===== src/rtl/alu8_flags.sv =====
module alu8_flags #(
  parameter int W = 8
) (
  input  logic         clk,
  input  logic         rst_n,
  input  logic [4:0]   op,
  input  logic [W-1:0] a,
  input  logic [W-1:0] b,
  input  logic [7:0]   imm,
  input  logic         exec,
  input  logic         sreg_we,
  output logic [W-1:0] result,
  output logic         result_we,
  output logic [7:0]   flags_next,
  output logic [7:0]   sreg
);
  localparam int HB = W / 2;
  localparam int IW = $clog2(W);

  localparam logic [4:0] OP_ADD = 5'd0, OP_ADC = 5'd1, OP_SUB = 5'd2, OP_SBC = 5'd3;
  localparam logic [4:0] OP_CP = 5'd4, OP_CPC = 5'd5, OP_AND = 5'd6, OP_OR = 5'd7;
  localparam logic [4:0] OP_XOR = 5'd8, OP_INC = 5'd9, OP_DEC = 5'd10, OP_COM = 5'd11;
  localparam logic [4:0] OP_NEG = 5'd12, OP_LSL = 5'd13, OP_LSR = 5'd14, OP_ROL = 5'd15;
  localparam logic [4:0] OP_ROR = 5'd16, OP_ASR = 5'd17, OP_SWAP = 5'd18, OP_BST = 5'd19;
  localparam logic [4:0] OP_BLD = 5'd20, OP_BSET = 5'd21, OP_BCLR = 5'd22;

  logic         c_in, t_in;
  logic [W-1:0] x, y;
  logic         cy, sub;
  logic [W:0]   ar;
  logic [W-1:0] ar_r;
  logic         ar_h, ar_v;

  assign c_in = sreg[0];
  assign t_in = sreg[6];

  always_comb begin
    x = a; y = b; cy = 1'b0; sub = 1'b0;
    case (op)
      OP_ADC:         cy = c_in;
      OP_SUB, OP_CP:  sub = 1'b1;
      OP_SBC, OP_CPC: begin sub = 1'b1; cy = c_in; end
      OP_NEG:         begin x = '0; y = a; sub = 1'b1; end
      OP_INC:         y = W'(1);
      OP_DEC:         begin y = W'(1); sub = 1'b1; end
      default: ;
    endcase
  end

  assign ar   = sub ? ({1'b0, x} - {1'b0, y} - (W+1)'(cy)) : ({1'b0, x} + {1'b0, y} + (W+1)'(cy));
  assign ar_r = ar[W-1:0];
  assign ar_h = sub ? ((~x[HB-1] & y[HB-1]) | (y[HB-1] & ar_r[HB-1]) | (ar_r[HB-1] & ~x[HB-1]))
                    : ((x[HB-1] & y[HB-1]) | (y[HB-1] & ~ar_r[HB-1]) | (~ar_r[HB-1] & x[HB-1]));
  assign ar_v = sub ? ((x[W-1] & ~y[W-1] & ~ar_r[W-1]) | (~x[W-1] & y[W-1] & ar_r[W-1]))
                    : ((x[W-1] & y[W-1] & ~ar_r[W-1]) | (~x[W-1] & ~y[W-1] & ar_r[W-1]));

  logic [W-1:0] res;
  logic         we, fc, fv, ft, fz;
  logic [7:0]   mask, calc;

  always_comb begin
    res = a; we = 1'b0; mask = 8'h00; fc = c_in; fv = 1'b0; ft = t_in;
    case (op)
      OP_ADD, OP_ADC, OP_SUB, OP_SBC, OP_NEG: begin res = ar_r; we = 1'b1; mask = 8'h3F; fc = ar[W]; fv = ar_v; end
      OP_CP, OP_CPC:   begin res = ar_r; mask = 8'h3F; fc = ar[W]; fv = ar_v; end
      OP_AND:          begin res = a & b; we = 1'b1; mask = 8'h1E; end
      OP_OR:           begin res = a | b; we = 1'b1; mask = 8'h1E; end
      OP_XOR:          begin res = a ^ b; we = 1'b1; mask = 8'h1E; end
      OP_INC, OP_DEC:  begin res = ar_r; we = 1'b1; mask = 8'h1E; fv = ar_v; end
      OP_COM:          begin res = ~a; we = 1'b1; mask = 8'h1F; fc = 1'b1; end
      OP_LSL:          begin res = {a[W-2:0], 1'b0};   fc = a[W-1]; end
      OP_LSR:          begin res = {1'b0, a[W-1:1]};   fc = a[0]; end
      OP_ROL:          begin res = {a[W-2:0], c_in};   fc = a[W-1]; end
      OP_ROR:          begin res = {c_in, a[W-1:1]};   fc = a[0]; end
      OP_ASR:          begin res = {a[W-1], a[W-1:1]}; fc = a[0]; end
      OP_SWAP:         begin res = {a[HB-1:0], a[W-1:HB]}; we = 1'b1; end
      OP_BST:          begin mask = 8'h40; ft = a[imm[IW-1:0]]; end
      OP_BLD:          begin res[imm[IW-1:0]] = t_in; we = 1'b1; end
      OP_BSET, OP_BCLR: mask = 8'h01 << imm[2:0];
      default: ;
    endcase
    if (op inside {OP_LSL, OP_LSR, OP_ROL, OP_ROR, OP_ASR}) begin
      we = 1'b1; mask = 8'h1F; fv = res[W-1] ^ fc;
    end
    fz = (res == '0);
    if (op == OP_SBC || op == OP_CPC) fz = fz & sreg[1];
    if (op == OP_BSET)      calc = 8'hFF;
    else if (op == OP_BCLR) calc = 8'h00;
    else calc = {sreg[7], ft, ar_h, res[W-1] ^ fv, fv, res[W-1], fz, fc};
  end

  assign result     = res;
  assign result_we  = we;
  assign flags_next = (sreg & ~mask) | (calc & mask);

  always_ff @(posedge clk) begin
    if (!rst_n)       sreg <= 8'h00;
    else if (sreg_we) sreg <= imm;
    else if (exec)    sreg <= flags_next;
  end
endmodule


===== config.mk =====
export PLATFORM = sky130hd
export DESIGN_NAME = alu8_flags
export DESIGN_NICKNAME = d
export VERILOG_FILES = /design/src/rtl/alu8_flags.sv
export SDC_FILE = /design/constraint.sdc
export NUM_CORES = 1
export LEC_CHECK = 0
export ABC_CLOCK_PERIOD_IN_PS = 10000
export BUFFER_PORTS_ARGS = -buffer_cell sky130_fd_sc_hd__buf_4
export CORE_ASPECT_RATIO = 1.4
export CORE_MARGIN = 4
export CORE_UTILIZATION = 50
export CTS_CLUSTER_DIAMETER = 60
export DETAILED_ROUTE_END_ITERATION = 10
export PLACE_DENSITY = 0.73
export RECOVER_POWER = 25
export SLEW_MARGIN = 0
export SYNTH_ARGS = -nofsm -noshare
export SYNTH_HDL_FRONTEND = slang
export SYNTH_SLANG_ARGS = --single-unit
export TNS_END_PERCENT = 50

===== constraint.sdc =====
create_clock -name clk -period 10 [get_ports clk]
set_input_delay 1 -clock clk [delete_from_list [all_inputs] [get_ports clk]]
set_output_delay 1 -clock clk [all_outputs]
set_load 0.02 [all_outputs]

Word level (Yosys, flattened, before mapping)
Index checks and enable logic that the tools add are counted.
{"block": "classes", "add_sub_neg": 4, "magnitude_cmp": 2, "eq_ne": 22, "shifts": 1, "n_mux": 26, "bitwise": 36, "n_reduce_logical": 16}
{"op": "$pmux 8 s12", "count": 1}
{"op": "$mux 8", "count": 6}
{"op": "$eq 5x4->1 const B", "count": 8}
{"op": "$pmux 8 s5", "count": 1}
{"op": "$eq 5x5->1 const B", "count": 7}
{"op": "$and 8x8->8", "count": 3}
{"op": "$eq 5x3->1 const B", "count": 4}
{"op": "$not 8->8", "count": 2}
{"op": "$or 8x8->8", "count": 2}
{"op": "$pmux 8 s2", "count": 1}
{"op": "$and 1x1->1", "count": 15}
{"op": "$reduce_or 13->1", "count": 1}
{"op": "$mux 1", "count": 12}
{"op": "$eq 5x2->1 const B", "count": 2}
{"op": "$add 8x8->9", "count": 1}
{"op": "$add 9x1->9", "count": 1}
{"op": "$mux 9", "count": 1}
{"op": "$reduce_or 9->1", "count": 1}
{"op": "$sub 8x8->9", "count": 1}
{"op": "$sub 9x1->9", "count": 1}
{"op": "$bwmux 8", "count": 1}
{"op": "$logic_not 8->1", "count": 1}
{"op": "$shl 1x3->8 const A", "count": 1}
{"op": "$xor 8x8->8", "count": 1}
{"op": "19 further kinds", "count": 32}
{"block": "word_totals", "ff_bits": 8, "wordCells": 108}

Logic depth before layout (Yosys ltp)
{"block": "logic_depth", "depth_word": 19, "ltp_mapped": 20}

Worst setup path after synthesis
Ideal clock, no wire load.
{"block": "synth_timing", "path_type": "input port to output port", "startpoint": "input port op[0]", "endpoint": "output port flags_next[4]", "arrival_ns": 4.729, "required_time_ns": 9.000, "slack_ns": 4.271, "stages": 17, "cell_sequence": "buf_4 -> nor4b_2 -> nand2_1 -> clkbuf_1 -> o22ai_1 -> ha_1 -> inv_1 -> ha_1 -> a21o_1 -> a21o_1 -> a221oi_4 -> xor2_1 -> o211ai_1 -> nor2_1 -> or3_1 -> and3_1 -> mux2i_1"}
{"block": "synth_between", "elab_chain_cells": 17}
{"element": "start, declared", "line_no": "6", "rtl": "input logic [4:0] op,"}
{"element": "$eq 5x4->1", "line_no": "39, 63"}
{"element": "$reduce_or 2->1 (no source line)"}
{"element": "$pmux 8 s2", "line_no": "39", "rtl": "case (op)"}
{"element": "$add 8x8->9 / $sub 8x8->9 (equally long branches)", "line_no": "50", "rtl": "assign ar = sub ? ({1'b0, x} - {1'b0, y} - (W+1)'(cy)) : ({1'b0, x} + {1'b0, y} + (W+1)'(cy));"}
{"element": "$add 9x1->9 / $sub 9x1->9 (equally long branches)", "line_no": "50"}
{"element": "$mux 9", "line_no": "50"}
{"element": "$not 1->1", "line_no": "54, 55"}
{"element": "$and 1x1->1, on equally long branches", "line_no": "55, 54"}
{"element": "$or 1x1->1, on equally long branches", "line_no": "55, 54"}
{"element": "$mux 1", "line_no": "54", "rtl": "assign ar_v = sub ? ((x[W-1] & ~y[W-1] & ~ar_r[W-1]) | (~x[W-1] & y[W-1] & ar_r[W-1]))"}
{"element": "$mux 1", "line_no": "63", "rtl": "case (op)"}
{"element": "$mux 1", "line_no": "82", "rtl": "if (op inside {OP_LSL, OP_LSR, OP_ROL, OP_ROR, OP_ASR}) begin"}
{"element": "$xor 1x1->1", "line_no": "89", "rtl": "else calc = {sreg[7], ft, ar_h, res[W-1] ^ fv, fv, res[W-1], fz, fc};"}
{"element": "$mux 8", "line_no": "88", "rtl": "else if (op == OP_BCLR) calc = 8'h00;"}
{"element": "$mux 8", "line_no": "87", "rtl": "if (op == OP_BSET) calc = 8'hFF;"}
{"element": "$and 8x8->8", "line_no": "94", "rtl": "assign flags_next = (sreg & ~mask) | (calc & mask);"}
{"element": "$or 8x8->8 (*)", "line_no": "94"}
{"element": "end, declared", "line_no": "14", "rtl": "output logic [7:0] flags_next,"}
Mark *: on every way between the ends. The rest lies on a longest branch, timed or not.

Worst setup path after layout
{"block": "layout_timing", "startpoint": "input port op[3]", "endpoint": "output port flags_next[4]"}
The elaborated chain is that of the path after synthesis.

==> results.md <==
* Worst-Margin Slew at 0.787 ns
* Syn Inst Count at ~470
* TritonCTS Sinks at 8
* Period minus WS final at 6.47 ns
* Die H at between 100 and 150 um
* Yosys cell types at a little over 80
* Remaining Overflow, GRT at 0
* Most frequent cell after synthesis: inv_1
* Mapped Area at 3300 um2
* Routed wire length at 11400 um
* Combinational share of power at 0.742
* EDFF count, synth at 0
* DR vias at 3841
* Layout Cells excl Fill at 567
* Setup crit start kind: input port
* Max Cap Viol at 0
* Clock-pin slew on the worst setup and hold paths at 0.04 ns
* RSZ-0062 raised after global routing: no
* DRT Pass-1 Iters at 5
* Pre-CTS setup slack at 3.61 ns
* CTS tree: yes
* Worst-path cell chain: buf_4, nor2b_1, o211ai_1, inv_2, o22ai_1, ha_1, inv_1, ha_1, a21o_1, a21o_1, a221oi_4, xor2_1, o211ai_1, nor2_1, or3_1, and3_1, mux2i_1, buf_4
* Initial antenna violation count at 0
* Crit Path Category: input port to output pin
* Worst r2r path cells at 14
* Net Sw Frac at 0.507
* First-pass GRT wire length at 18500 um
* DRC viols at 0
* Top cells by count, synth: inv_1, ha_1, nand2_1
* Final Max Slew Viols at 0
* Worst r2r src: sreg[0]$_SDFFE_PN0P_
* Finish-stage setup viols at 0
* Internal power at 149 uW
* PwrDens at 82.7 nW/um2
* Leakage power at 0.00163 uW
* Final period util at 0.647
* Worst hold-check path type: register to register
* Average wire per standard cell at a little over 20 um
* Final Skew at 0.00259 ns
* Mapped Avg Cell Area at approximately 7.1 um2
* Largest cells by area after synthesis: ha_1, inv_1, dfxtp_1
* Dominant synthesized flop cell: dfxtp_1
* Die width at about 77 um
* Max reg flops at 8
* CP Capture Type: output pin
* Async SR Flop Fraction at 0
* Status: finished clean
* CP Depth at 18
* Starting Density at 0.521
* Core ar. at roughly 6300 um2
* Via-per-instance ratio at ~6.8
* Overall Global Routing Usage at 0.278
* CP max-delay cell: nor2b_1
* Biggest register: sreg
* Post-DRT Antenna Nets at 0
* Layout cells sized above 1 at 0.147
* Setup ws final at roughly 3.5 ns
* Root buf cell: clkbuf_8
* CP Max Fanout at 26
* Final hold vios at 0
* Seq cells post-synth at 8
* HPWL after detailed placement at 9030 um
* Iteration-0 DRC count of the detailed router at approximately 490
* Delay-heaviest family, CP: compound AO/OA/AOI/OAI gates
* Worst EP arrival at 5.47 ns
* Placed Instances at 564
* Synthesized net count at roughly 540
* Clock latency at the later pin of the worst-skew pair at between 0.2 and 0.25 ns
* Min-delay src: sreg[4]$_SDFFE_PN0P_
* Synth warnings at 0
* P&R area growth vs syn at 10.3%
* Port buffer count at 57
* WHS Path Cells at 2
* Total CTS buffers at 3
* Reg2reg end: sreg[4]$_SDFFE_PN0P_
* Sequential power share at 0.125
* CTS resizes at 0
* R2r setup slk at 6.43 ns
* Largest net degree at the start of global routing at 35
* Antenna cells at 0
* Largest area contributor in the netlist: ha_1
* CP Buf/Inv Count at 4
* # hold bufs at CTS at 0
* Register area share after synthesis at 0.0485
* GP Congestion at 0.954
* # Post-CTS Setup Buffers at 0
* Setup TNS at 0 ns
* Ports at 58
* Total power draw at 301 uW
* Sw power at 153 uW
* Num rows at 34
* Data required, critical path at 9.00 ns
* Max Root-Sink Buffers at 2
* Die area at between 7000 and 8000 um2
* Largest registers: sreg: 8 flops
* Maximum vdd ir drop at 0.0471 mV
* H-tree levels at 1
* Synth top area share at 0.144
* Clock power frac at 0.133
* Maximum clock rate at 155 MHz
* Hold slack at about 0.57 ns
* Max incr delay on CP at 0.50 ns
* Vias in the first global route at 3645
* Worst hold endpoint: sreg[4]$_SDFFE_PN0P_
* Max-slew headroom at 0.471
* # nets final at 572
## per-stage QoR
stage | util | area [um2]
2_1_floorplan | - | 3300
3_3_place_gp | 0.573 | 3630
3_5_place_dp | 0.573 | 3630
4_1_cts | 0.580 | 3670
5_1_grt | 0.575 | 3640
6_report | 0.575 | 3640
## kinds of logic (layout without fill, tap and decap cells)
kind of cell	after synthesis	count (layout)	share of synthesized area
compound gates	149	149	0.326
xor+xnor	8	8	0.0212
fa+ha+maj	42	42	0.168
buf+inv	81	108	0.111
flops	8	8	0.0485
mux	15	15	0.0530
simple gates	165	165	0.271
## tightest hold or removal path, cell delays in order (launching register included)
cell and delay (ns):
dfxtp_1 0.35, a41oi_1 0.15, o41ai_2 0.04
## layer usage
metal  track usage  vias to the layer above  share of wire
met2         0.488                      222           0.49
li1              -                     1792              -
met3        0.0251                       39          0.070
met1         0.337                     1788           0.40
met5             0                        -              0
met4         0.127                        0          0.042
## cell usage in the layout, fill, tap and decap left out, drive strengths merged, types with 5 or more instances in the layout
cell type  count
buf           49
inv           47
ha            38
nand2         38
nor2          35
o21ai         28
a21oi         26
nand3         20
nand2b        13
mux2i         13
clkbuf        11
o22ai         10
a31oi          9
nor3           9
dfxtp          8
o211ai         7
a32oi          7
or3            7
a21o           6
nand3b         6
and3           6
o221ai         6
a221oi         5
## power groups by stage
stage	clock, uW	sequential (uW)	combinational (uW)
CTS	40.7	37.6	222
finish	40.0	37.7	224
global placement	0	38.0	220
global route	43.1	38.0	242
detailed placement	0	38.1	221
floorplan	0	39.7	153
## cell type report
cell class              count  area [um2]
multi-input cells         379        2770
fillers                   621        2700
repair buffers             57         398
inverters                  48         180
flip-flops and latches      8         160
well taps                  72        90.1
clock buffers               3        41.3
## worst max-delay path by stage
stage | slack [ns] | end | startpoint
floorplan | 4.27 | flags_next[4] | op[0]
CTS | 3.58 | flags_next[4] | op[0]
global placement | 3.66 | flags_next[4] | op[3]
detailed placement | 3.61 | flags_next[4] | op[3]
finish | 3.53 | flags_next[4] | op[3]
global route | 3.30 | flags_next[4] | op[3]
No activity file was read; power rests on OpenSTA's default activity.
